==> src/rtl/diskSwPkg.sv <==
package diskSwPkg;
  localparam int SW_N    = 8;
  localparam int SW_EN   = 4;
  localparam int SW_SEL  = 5;
  localparam int SW_Q6   = 6;
  localparam int SW_Q7   = 7;
  localparam int MODE_W  = 5;
  localparam int NODLY_B = 2;

  // order matches {q6,q7}
  typedef enum logic [1:0] {RD_DATA, RD_HSHK, RD_STAT, RD_NONE} rdSrcE;

  typedef struct packed {
    logic       swWe;
    logic [2:0] swIdx;
    logic       swVal;
    logic       rdWe;
    rdSrcE      rdSrc;
    logic       modeWe;
    logic       dataWe;
  } ctlStbT;
endpackage

==> src/rtl/diskSwCtrl.sv <==
module diskSwCtrl
  import diskSwPkg::*;
(
  input  logic       busSel,
  input  logic       busWr,
  input  logic [3:0] busAddr,
  input  logic       q6Now,
  input  logic       q7Now,
  input  logic       driveActive,
  output ctlStbT     stb
);
  logic q6Nx, q7Nx, wrOdd;

  always_comb begin
    q6Nx = (busSel && busAddr[3:1] == 3'(SW_Q6)) ? busAddr[0] : q6Now;
    q7Nx = (busSel && busAddr[3:1] == 3'(SW_Q7)) ? busAddr[0] : q7Now;
    wrOdd = busSel && busWr && busAddr[0] && q6Nx && q7Nx;
    stb.swWe   = busSel;
    stb.swIdx  = busAddr[3:1];
    stb.swVal  = busAddr[0];
    stb.rdWe   = busSel && !busWr;
    stb.rdSrc  = rdSrcE'({q6Nx, q7Nx});
    stb.modeWe = wrOdd && !driveActive;
    stb.dataWe = wrOdd && driveActive;
  end
endmodule

==> src/rtl/diskSwOffTimer.sv <==
module diskSwOffTimer #(
  parameter int OFF_CYCLES = 7000000
) (
  input  logic clk,
  input  logic rstN,
  input  logic enNow,
  input  logic enNext,
  input  logic noDelay,
  output logic busy
);
  localparam int CW = $clog2(OFF_CYCLES + 1);
  logic [CW-1:0] cnt;

  always_ff @(posedge clk) begin
    if (!rstN)                 cnt <= '0;
    else if (enNext)           cnt <= '0;
    else if (enNow)            cnt <= noDelay ? '0 : CW'(OFF_CYCLES);
    else if (cnt != '0)        cnt <= cnt - 1'b1;
  end

  assign busy = (cnt != '0);
endmodule

==> src/rtl/diskSwDatapath.sv <==
module diskSwDatapath
  import diskSwPkg::*;
#(
  parameter int OFF_CYCLES = 7000000,
  parameter int DW         = 8
) (
  input  logic              clk,
  input  logic              rstN,
  input  ctlStbT            stb,
  input  logic [DW-1:0]     wdata,
  input  logic              senseIn,
  input  logic [DW-1:0]     rdData,
  input  logic              hsReady,
  input  logic              hsNoUnderrun,
  output logic [SW_N-1:0]   swState,
  output logic [MODE_W-1:0] modeReg,
  output logic              driveActive,
  output logic [DW-1:0]     rdByte,
  output logic              wrStb,
  output logic [DW-1:0]     wrByte
);
  logic enNext, timerBusy;
  logic [DW-1:0] statByte, hshkByte, rdMux;

  for (genvar i = 0; i < SW_N; i++) begin : gSw
    always_ff @(posedge clk) begin
      if (!rstN) swState[i] <= 1'b0;
      else if (stb.swWe && stb.swIdx == 3'(i)) swState[i] <= stb.swVal;
    end
  end

  assign enNext = (stb.swWe && stb.swIdx == 3'(SW_EN)) ? stb.swVal : swState[SW_EN];

  diskSwOffTimer #(.OFF_CYCLES(OFF_CYCLES)) uTimer (
    .clk     (clk),
    .rstN    (rstN),
    .enNow   (swState[SW_EN]),
    .enNext  (enNext),
    .noDelay (modeReg[NODLY_B]),
    .busy    (timerBusy)
  );

  assign driveActive = swState[SW_EN] || timerBusy;

  always_comb begin
    statByte = '0;
    statByte[DW-1] = senseIn;
    statByte[DW-3] = driveActive;
    statByte[MODE_W-1:0] = modeReg;
    hshkByte = '0;
    hshkByte[DW-1] = hsReady;
    hshkByte[DW-2] = hsNoUnderrun;
    unique case (stb.rdSrc)
      RD_DATA: rdMux = rdData;
      RD_HSHK: rdMux = hshkByte;
      RD_STAT: rdMux = statByte;
      default: rdMux = '0;
    endcase
  end

  always_ff @(posedge clk) begin
    if (!rstN) begin
      modeReg <= '0;
      rdByte  <= '0;
      wrStb   <= 1'b0;
      wrByte  <= '0;
    end else begin
      wrStb <= stb.dataWe;
      if (stb.dataWe) wrByte  <= wdata;
      if (stb.modeWe) modeReg <= wdata[MODE_W-1:0];
      if (stb.rdWe)   rdByte  <= rdMux;
    end
  end
endmodule

==> src/rtl/diskSwitchIf.sv <==
module diskSwitchIf
  import diskSwPkg::*;
#(
  parameter int OFF_CYCLES = 7000000
) (
  input  logic       clk,
  input  logic       rstN,
  input  logic       busSel,
  input  logic       busWr,
  input  logic [3:0] busAddr,
  input  logic [7:0] busWdata,
  output logic [7:0] busRdata,
  input  logic       senseIn,
  input  logic [7:0] rdData,
  input  logic       hsReady,
  input  logic       hsNoUnderrun,
  output logic       dataWrStb,
  output logic [7:0] dataWrByte,
  output logic [3:0] ctlLines,
  output logic       drive1En,
  output logic       drive2En,
  output logic [4:0] modeOut
);
  ctlStbT stb;
  logic [SW_N-1:0] swState;
  logic driveActive;

  diskSwCtrl uCtrl (
    .busSel      (busSel),
    .busWr       (busWr),
    .busAddr     (busAddr),
    .q6Now       (swState[SW_Q6]),
    .q7Now       (swState[SW_Q7]),
    .driveActive (driveActive),
    .stb         (stb)
  );

  diskSwDatapath #(.OFF_CYCLES(OFF_CYCLES), .DW(8)) uDp (
    .clk          (clk),
    .rstN         (rstN),
    .stb          (stb),
    .wdata        (busWdata),
    .senseIn      (senseIn),
    .rdData       (rdData),
    .hsReady      (hsReady),
    .hsNoUnderrun (hsNoUnderrun),
    .swState      (swState),
    .modeReg      (modeOut),
    .driveActive  (driveActive),
    .rdByte       (busRdata),
    .wrStb        (dataWrStb),
    .wrByte       (dataWrByte)
  );

  assign ctlLines = swState[3:0];
  assign drive1En = driveActive && !swState[SW_SEL];
  assign drive2En = driveActive &&  swState[SW_SEL];
endmodule

==> config.mk <==
export PLATFORM = sky130hd
export DESIGN_NAME = diskSwitchIf
export DESIGN_NICKNAME = d
export VERILOG_FILES = /design/src/rtl/diskSwPkg.sv /design/src/rtl/diskSwCtrl.sv /design/src/rtl/diskSwOffTimer.sv /design/src/rtl/diskSwDatapath.sv /design/src/rtl/diskSwitchIf.sv
export SDC_FILE = /design/constraint.sdc
export NUM_CORES = 1
export LEC_CHECK = 0
export ABC_AREA = 1
export ABC_CLOCK_PERIOD_IN_PS = 1910
export BUFFER_PORTS_ARGS = -buffer_cell sky130_fd_sc_hd__buf_4
export CAP_MARGIN = 20
export CORE_MARGIN = 8
export CORE_UTILIZATION = 25
export DETAILED_ROUTE_END_ITERATION = 7
export PLACE_DENSITY = 0.54
export SYNTH_ARGS = -nofsm -noshare
export SYNTH_HDL_FRONTEND = slang
export SYNTH_SLANG_ARGS = --single-unit
==> constraint.sdc <==
create_clock -name clk -period 1.91 [get_ports clk]
set_input_delay 0.382 -clock clk [delete_from_list [all_inputs] [get_ports clk]]
set_output_delay 0.382 -clock clk [all_outputs]
set_load 0.02 [all_outputs]
==> impl_results.md <==
- Status: finished, final reports clean
- Power consumption: 5.46 mW
- Crit path kind: reg -> out
- # nets final: 487
- Clock power frac: about an eighth
- Largest cells by area after synthesis: dfxtp_1 (39%), nand2_1 (13%), nor2_1 (9.3%)
- Final WS setup: around 0.043 ns
- Io pins: 55
- Port Buf Inserts: 54
- Fin. max-slew vios: 0
- DRT antenna net count: 0
- Combinational power share: between 50 and 60%
- Clock Skews: approximately 0.011 ns
- Met3 WL: around 360 um
- R2R Path Start: uDp.uTimer.cnt[4]$_SDFFE_PP0N_
- Sw Share: between 40 and 50%
- Mapped Area: about 2700 sq um
- YS warnings: 0
- Total track usage: roughly 10%
- Max VDD drop: around 670 uV
- Synth Flop Type: dfxtp_1
- CTS root buf: clkbuf_8
- First-pass GRT wire length: 12400 um
- WL met1: about 3500 um
- DR DRC count: 0
- Die Ht: approximately 120 um
- CTS Buffer Depth: 2
- CP Launch Type: register
- Cells after Synth: between 300 and 400
- Clock-pin slew on the worst setup and hold paths: about 0.1 ns
- WL final: around 7500 um
- Critical path fanouts, max: 3
- Least-Margin Pin Slew: between 0.4 and 0.5 ns
- Peak Freq: 0.536 GHz
- Count leader, synth: nand2_1
- RSZ-0062 raised after global routing: yes
- CP max stage cell: dfxtp_1
- Area growth syn-to-layout: 30.1%
- Core area: approximately 11000 sq um
- Via Count: approximately 2700
- Die area: 14300 sq um
- Chip width: 120 um
- Worst min path class: in -> reg
- Number of buffers created by CTS: 5
- CP Launch Point: uDp.uTimer.cnt[4]$_SDFFE_PP0N_
- CP required: between 1.5 and 2 ns
- Grt ovf: 0
- Flop pwr share: a little under a third
- Clock latency on the worst-skew pair: around 0.32 ns
- Static Leak: approximately 1.6 nW
- CTS Hold Buffers Added: 0
- Pwr per Cell Area: between 1500 and 2000 nW/um^2
- DP Wirelength: around 5700 um
- Initial core utilization: between 20% and 30%
- CP Cell Sequence: nor2_2 -> nand2_2 -> nor2_8 -> nand3_4 -> nor2_4 -> nor2_1 -> buf_4
- Site Rows: 38
- Top Layer Used: met4
- Tmin final: about 1.9 ns
- 1st-pass router iterations: 4
- Reg-to-reg slack, setup: 0.20 ns
- Number of synthesized flops with an enable pin: 0
- Wire length per cell: approximately 12 um
- Worst Path Arrival: 1.48 ns
- TritonCTS clock tree: yes
- Syn nets: 420
- Tcrit/Tclk final: about 98%
- Internal power: 2.96 mW
- 1st-iter DRT viols: between 100 and 150
- WL met2: roughly 3600 um
- Largest area contributor in the netlist: dfxtp_1
- Hold Slack: about 0.33 ns
- Seq/Total Area, Yosys: between 30% and 40%
- GPL Wtd Cong: 0.824
- Ant diodes: 0
- CP max stage delay: between 0.3 and 0.4 ns
- Syn_area_per_cell: between 6 and 7 sq um
- Final setup viols: 0
- Worst slack, placed: approximately 0.14 ns
- CTS H-tree depth: 2
- Avg Vias per Cell: ~4.5
- Worst slew margin: 71.9%
- Post-synth top area share: between 30 and 40%
- Share of cells above drive strength 1: 27.4%
- Initial antenna violation count: 0
- Number of fill cells: between 1000 and 1500
- Hold_sp: busWdata[5]
- Ys async rst share: 0%
- Crit end category: primary output
- P_sw: roughly 2.5 mW
- Vias in the first global route: 2599
- Synth cell count leaders: nand2_1 (91), nor2_1 (67), dfxtp_1 (53)
- Max-cap violation count: 0
- Final hold vios: 0
- Clk sinks: 53
- Unique cell type count in the Yosys netlist: 34
- Register bit count reported by yosys: 53
- Largest net degree at the start of global routing: 24
critical path: cells and delay by family, from the launching register on:
kind | cells | cell delay [ns]
flip-flops | 1 | 0.36
buffers and inverters | 1 | 0.15
AND/OR/NAND/NOR | 6 | 0.65
cell usage in the layout, fill, tap and decap left out, types with 2 or more instances in the layout:
cell	n
a21o_1	2
a21oi_1	31
a21oi_2	2
a311oi_1	4
buf_4	74
clkbuf_8	5
clkinvlp_4	2
dfxtp_1	44
dfxtp_2	8
inv_1	27
inv_2	4
nand2_1	86
nand2_2	8
nand3_1	43
nand4_1	2
nor2_1	63
nor2_2	6
nor2_4	7
nor2_8	2
nor3_1	4
nor4_1	3
o21ai_0	10
o21ai_1	2
o21bai_1	2
or2_2	3
xnor2_1	2
xor2_1	4
power by group through the flow:
stage | clock [mW] | sequential (mW) | combinational [mW]
final | 0.656 | 1.64 | 3.17
after global routing | 0.735 | 1.67 | 3.54
after global placement | 0 | 1.58 | 2.54
after floorplan | 0 | 1.55 | 2.03
after detailed placement | 0 | 1.59 | 2.58
after CTS | 0.685 | 1.57 | 2.77
layout make-up:
type | count | area [sq um] | share of cell area, %
flip-flops and latches | 53 | 1070 | 30.7
clock buffers | 6 | 72.6 | 2.07
multi-input cells | 293 | 1490 | 42.5
well taps | 140 | 175 | 5.01
repair buffers | 74 | 556 | 15.9
clock inverters | 2 | 15.0 | 0.429
inverters | 32 | 120 | 3.43
kinds of logic after synthesis:
group	count (synthesis)	share of synthesized area (%)
simple gates	231	38.7
buf+inv	46	7.81
compound gates	55	11.6
xor+xnor	6	1.95
flops	53	39.4
fa+ha+maj	1	0.465
path summary, 6_finish.rpt:
path,endpoint,depth (start not counted)
max,drive1En,7
min,uDp.wrByte[5]$_SDFFE_PN0P_,3
max reg2reg,uDp.uTimer.cnt[19]$_SDFFE_PP0N_,9
min reg2reg,uDp.uTimer.cnt[0]$_SDFFE_PP0N_,1
per-layer routing:
layer / vias up / GRT usage (%)
met2: 50 / 17.3
met5: - / 0
met3: 6 / 3.10
met1: 1246 / 12.5
met4: 0 / 2.50
li1: 1397 / -
stage by stage:
| step | std cells | instance area (sq um) | TNS [ns] | utilization [%] |
|---|---|---|---|---|
| 2_1_floorplan | 392 | 2690 | 0 | - |
| 6_report | 600 | 3500 | 0 | 32.9 |
| 3_3_place_gp | 581 | 3250 | 0 | 30.5 |
| 5_1_grt | 600 | 3500 | -0.0658 | 32.9 |
| 4_1_cts | 592 | 3380 | 0 | 31.8 |
| 3_5_place_dp | 581 | 3250 | 0 | 30.5 |
flip-flops by register name, indices dropped and copies added (netlist names):
name	cells
uDp.wrByte	8
uDp.swState	8
uDp.rdByte	8
uDp.modeReg	5
uDp.uTimer.cnt	23
uDp.wrStb	1
what timing repair did:
item	4_1_cts	5_1_grt
endpoints found under the setup margin	2	2
cloned	0	0
pin swaps	3	9
resized for setup	7	22
buffers inserted	3	8
Power figures use the tool's default switching activity.
